$ cat config.mk
export PLATFORM = sky130hd
export DESIGN_NAME = bitser_mult
export DESIGN_NICKNAME = d
export VERILOG_FILES = /design/src/rtl/spm_pkg.sv /design/src/rtl/spm_ctrl.sv /design/src/rtl/spm_dline.sv /design/src/rtl/spm_sadd.sv /design/src/rtl/bitser_mult.sv
export SDC_FILE = /design/constraint.sdc
export NUM_CORES = 1
export LEC_CHECK = 0
export ABC_AREA = 1
export BUFFER_PORTS_ARGS = -buffer_cell sky130_fd_sc_hd__buf_2
export CAP_MARGIN = 0
export CORE_MARGIN = 1
export CORE_UTILIZATION = 47
export DETAILED_ROUTE_END_ITERATION = 8
export HOLD_SLACK_MARGIN = 0.15
export PLACE_DENSITY = 0.7
export REMOVE_ABC_BUFFERS = 1
export SLEW_MARGIN = 15
export SYNTH_ARGS = -nofsm -noshare
export SYNTH_HDL_FRONTEND = slang
export SYNTH_HIERARCHICAL = 1
export SYNTH_SLANG_ARGS = --single-unit
$ cat constraint.sdc
create_clock -name clk -period 5.7 [get_ports clk]
set_input_delay 0.285 -clock clk [delete_from_list [all_inputs] [get_ports clk]]
set_output_delay 0.285 -clock clk [all_outputs]
set_load 0.03 [all_outputs]
$ cat src/rtl/spm_pkg.sv
package spm_pkg;

  // Sum output of a full adder: odd parity of the three inputs.
  function automatic logic fa_sum(input logic a, input logic b, input logic c);
    return a ^ b ^ c;
  endfunction

  // Carry output of a full adder: majority of the three inputs.
  function automatic logic fa_carry(input logic a, input logic b, input logic c);
    return (a & b) | (b & c) | (c & a);
  endfunction

  // Bit width of a counter that must reach the value n.
  function automatic int cnt_width(input int n);
    return $clog2(n + 1);
  endfunction

endpackage

$ cat src/rtl/spm_ctrl.sv
module spm_ctrl #(
  parameter int W = 4
) (
  input  logic clk,
  input  logic rst_n,
  input  logic start,
  input  logic ser_vld,
  output logic accept,
  output logic last,
  output logic mask_hi,
  output logic busy
);
  import spm_pkg::*;

  localparam int NBITS = 2 * W;
  localparam int CW    = cnt_width(NBITS);

  logic [CW-1:0] cnt_q;

  assign accept  = busy & ser_vld & ~start;
  assign last    = (cnt_q == CW'(NBITS - 1));
  assign mask_hi = (cnt_q >= CW'(W));

  always_ff @(posedge clk or negedge rst_n) begin
    if (!rst_n) begin
      cnt_q <= '0;
      busy  <= 1'b0;
    end else if (start) begin
      cnt_q <= '0;
      busy  <= 1'b1;
    end else if (accept) begin
      cnt_q <= cnt_q + CW'(1);
      if (last) busy <= 1'b0;
    end
  end

endmodule

$ cat src/rtl/spm_dline.sv
module spm_dline #(
  parameter int W = 4
) (
  input  logic         clk,
  input  logic         rst_n,
  input  logic         clr,
  input  logic         adv,
  input  logic         x_in,
  output logic [W-1:0] taps,
  output logic [W-2:0] dly_q
);

  assign taps[0] = x_in;

  for (genvar j = 1; j < W; j++) begin : g_tap
    assign taps[j] = dly_q[j-1];
  end

  for (genvar j = 0; j < W - 1; j++) begin : g_stage
    always_ff @(posedge clk or negedge rst_n) begin
      if (!rst_n)   dly_q[j] <= 1'b0;
      else if (clr) dly_q[j] <= 1'b0;
      else if (adv) dly_q[j] <= taps[j];
    end
  end

endmodule

$ cat src/rtl/spm_sadd.sv
module spm_sadd (
  input  logic clk,
  input  logic rst_n,
  input  logic clr,
  input  logic adv,
  input  logic a,
  input  logic b,
  output logic s,
  output logic carry_q
);
  import spm_pkg::*;

  logic cout;

  assign s    = fa_sum(a, b, carry_q);
  assign cout = fa_carry(a, b, carry_q);

  always_ff @(posedge clk or negedge rst_n) begin
    if (!rst_n)   carry_q <= 1'b0;
    else if (clr) carry_q <= 1'b0;
    else if (adv) carry_q <= cout;
  end

endmodule

$ cat src/rtl/bitser_mult.sv
module bitser_mult #(
  parameter int W = 4
) (
  input  logic         clk,
  input  logic         rst_n,
  input  logic         start,
  input  logic         ser_bit,
  input  logic         ser_vld,
  input  logic [W-1:0] opnd_par,
  output logic         prod_bit,
  output logic         prod_vld,
  output logic         done
);

  localparam int NADD = W - 1;

  logic            accept_w;
  logic            last_w;
  logic            mask_hi_w;
  logic            busy_w;
  logic            x_eff;
  logic [W-1:0]    opnd_q;
  logic [W-1:0]    taps;
  logic [W-1:0]    pp;
  logic [W-1:0]    chain;
  logic [NADD-1:0] dly_vec;
  logic [NADD-1:0] carry_vec;

  spm_ctrl #(.W(W)) u_ctrl (
    .clk     (clk),
    .rst_n   (rst_n),
    .start   (start),
    .ser_vld (ser_vld),
    .accept  (accept_w),
    .last    (last_w),
    .mask_hi (mask_hi_w),
    .busy    (busy_w)
  );

  always_ff @(posedge clk or negedge rst_n) begin
    if (!rst_n)     opnd_q <= '0;
    else if (start) opnd_q <= opnd_par;
  end

  assign x_eff = ser_bit & ~mask_hi_w;

  spm_dline #(.W(W)) u_dline (
    .clk   (clk),
    .rst_n (rst_n),
    .clr   (start),
    .adv   (accept_w),
    .x_in  (x_eff),
    .taps  (taps),
    .dly_q (dly_vec)
  );

  assign pp       = taps & opnd_q;
  assign chain[0] = pp[0];

  for (genvar j = 1; j < W; j++) begin : g_add
    spm_sadd u_sadd (
      .clk     (clk),
      .rst_n   (rst_n),
      .clr     (start),
      .adv     (accept_w),
      .a       (chain[j-1]),
      .b       (pp[j]),
      .s       (chain[j]),
      .carry_q (carry_vec[j-1])
    );
  end

  always_ff @(posedge clk or negedge rst_n) begin
    if (!rst_n) begin
      prod_bit <= 1'b0;
      prod_vld <= 1'b0;
      done     <= 1'b0;
    end else begin
      prod_vld <= accept_w;
      done     <= accept_w & last_w;
      if (accept_w) prod_bit <= chain[W-1];
    end
  end

endmodule

==> impl_metrics.ini <==
[status]
status = completed

[die]
rows = 15
die_area_sq_um = 2100
io-pin-count = 12
core_sq_um = 1760
initial_core_util_pct = 51.1
die_h_um = 45.8
die_width_um = 45.8

[global_routing]
grt-busiest-layer = met2
grt_pass1_wl_um = 2580
grt_util_met3_pct = 5.95
antenna_found_initial = 0
use_met1_pct = 21.7
grt_util_met2_pct = 28.6
grt_usage_pct = 18.0
grt_pass1_vias = 608
grt_overflow = 0
grt_max_degree = 19

[power]
intPower_uw = 182
fin_total_pwr_uw = 241
p_leak_uw = 0.000618
sw_frac_of_total_pct = 24.5
pwr-share-seq_pct = 56.6
pwr-share-clk_pct = 31.4
peakVddDrop_v = 0.000162
pwr-share-comb_pct = 12.0
p_switching_uw = 59.1
power_density_nw_per_um2 = 240

[clock_network]
clockRootBuffer = clkbuf_4
cts_buffers = 3
clk_latency_ps = 290
cts_tree = done
clockBufferDepth = 2
cts.sinks = 18
ctsHtreeMaxLevel = 1
cts.clk_slew.worst_paths_ps = 100
cts_resized = 0

[sta]
worstMarginPinSlew_ps = 396
drv_slew = 0
fin_crit_ps = 2480
rsz0062_at_grt = no
hold_viol = 0
post-route-period-util_pct = 43.5
slew_headroom_pct = 73.6
finalClockSkew_ps = 8.71
tns_ps = 0
layout_setup_ws_ps = 3220
timing.fmax_ghz = 0.403
setup_viol = 0

[worst_setup_path]
end_kind = flop
cp.required_ps = 5940
critPathMaxStageDelay_ps = 550
r2r_start = u_ctrl/cnt_q[2]
crit_slowest_cell = fa_1
worst-path-buf-inv = 2
cp.arrival_ps = 2720
reg2reg_slack_ps = 3220
cpLargestDelayFamily = adder cells
start_kind = flop
critPathMostFrequentCell = nand2_1
crit_cells = 10
reg2reg_depth = 10
r2r_end = prod_bit
worstPathMaxFanout = 5
path_class = reg -> reg
crit_chain = inv_1 > nand2_1 > nor2_1 > nand2_1 > inv_1 > fa_1 > fa_1 > fa_1 > nand2_1 > nand2_1

[drt]
ant_nets = 0
dr.pass1.iters = 4
drc = 0
num_vias = 675
drt_iter0_markers = 15
vias_per_cell = 4.62
totalWireLength_um = 1480
wire_per_inst_um = 10.2

[logic_synthesis]
ys_ff_latch = 18
syn_inst = 109
ys_types = 16
synth_area_sq_um = 902
yosysWarnings = 6
ys_seq_area_share_pct = 49.9
avgSynthCellArea_sq_um = 8.28

[layout]
seq_area_sq_um = 450
utilization_pct = 57.0
syn2layout_area_growth_pct = 11.4
nFillCells = 180
drive_above_1_share_pct = 18.2
layout.nets = 135
antenna_cells = 0
multi_input_area_sq_um = 347

[hold_path]
hold_path.class = in -> reg
hold_path_end = opnd_q[3]
min_from = opnd_par[3]
worstHoldPathCells = 3

[run]
maxCapViolCount = 0

[place]
portBuffers = 11
routabilityCongestion = 0.747
place_hpwl_um = 1080
place_ws_ps = 3250
[worst max path at each step]
stage	slack [ps]	startpoint	end
after detailed placement	3250	u_ctrl/cnt_q[2]	prod_bit
after floorplan	3330	u_ctrl/cnt_q[2]	prod_bit
after global placement	3290	u_ctrl/cnt_q[2]	prod_bit
final	3220	u_ctrl/cnt_q[2]	prod_bit
after global routing	3110	u_ctrl/cnt_q[2]	prod_bit
after CTS	3230	u_ctrl/cnt_q[2]	prod_bit
[stage by stage]
| stage | hold slack (ps) | std cells | area [sq um] |
|---|---|---|---|
| after floorplan | -10.6 | 105 | 872 |
| after global placement | 234 | 141 | 958 |
| after detailed placement | 238 | 141 | 958 |
| after CTS | 173 | 146 | 1000 |
| after global routing | 169 | 146 | 1000 |
| final | 186 | 146 | 1000 |
[synthesized netlist by cell type]
library cell	number	share of area, %
nand2_1	37	15
dfrtp_1	18	50
inv_1	17	7.1
nand3_1	10	5.5
nor2_1	7	2.9
buf_4	4	3.3
fa_1	3	6.7
inv_2	3	1.2
a21oi_1	2	1.1
nand2_2	2	1.4
ha_1	1	1.4
nor2_2	1	0.69
nor2_4	1	1.2
nor3_1	1	0.55
o21ai_1	1	0.55
xnor2_1	1	0.97
[routing by layer]
metal,vias to the layer above,part of all wire [%]
met2,15,46
met5,-,0
met1,307,48
met3,6,3.8
met4,0,2.3
li1,347,-
[sequential cells by signal (all words and copies together) (netlist names)]
name                  count
done                      1
u_ctrl/cnt_q              4
prod_bit                  1
u_dline/dly_q             3
opnd_q                    4
prod_vld                  1
g_add.u_sadd/carry_q      3
u_ctrl/busy               1
[layout by cell type (no fill, tap or decap), drive strengths merged]
cell type,Yosys,routed
a21oi,2,2
buf,4,11
clkbuf,0,4
dfrtp,18,18
dlygate4sd3,0,1
fa,3,3
ha,1,1
inv,20,20
nand2,39,39
nand3,10,10
nor2,9,9
nor3,1,1
o21ai,1,1
xnor2,1,1
[what timing repair did]
action / CTS / global route
buffers inserted: 0 / 0
hold buffers: 1 / 0
endpoints found under the setup margin: 0 / 0
endpoints found under the hold margin: 18 / 0
[worst register-to-register path: cells and delay by family, from the launching register on]
family                     cells  cell delay (ps)
buffers and inverters          2              150
DFF                            1              440
and+or+nand+nor                5              360
adders and majority gates      3             1480
[cell families after synthesis]
logic type / share of synthesized area, %
simple gates: 27.7
flops: 49.9
xor+xnor: 0.971
compound gates: 1.66
fa+ha+maj: 8.04
buf+inv: 11.7
[layout make-up]
class	count	share of cell area (%)
Multi-Input combinational cell	67	34.5
Inverter	20	7.47
Timing Repair Buffer	12	6.48
Tap cell	25	3.11
Sequential cell	18	44.8
Clock buffer	4	3.61
[power groups by stage]
stage | logic, uW | clock network [uW] | registers (uW)
detailed placement | 28.8 | 0 | 139
global route | 33.4 | 85.6 | 137
finish | 29.0 | 75.5 | 136
global placement | 27.5 | 0 | 139
floorplan | 14.9 | 0 | 141
CTS | 29.5 | 80.0 | 136
(Power assumes the default switching activity.)
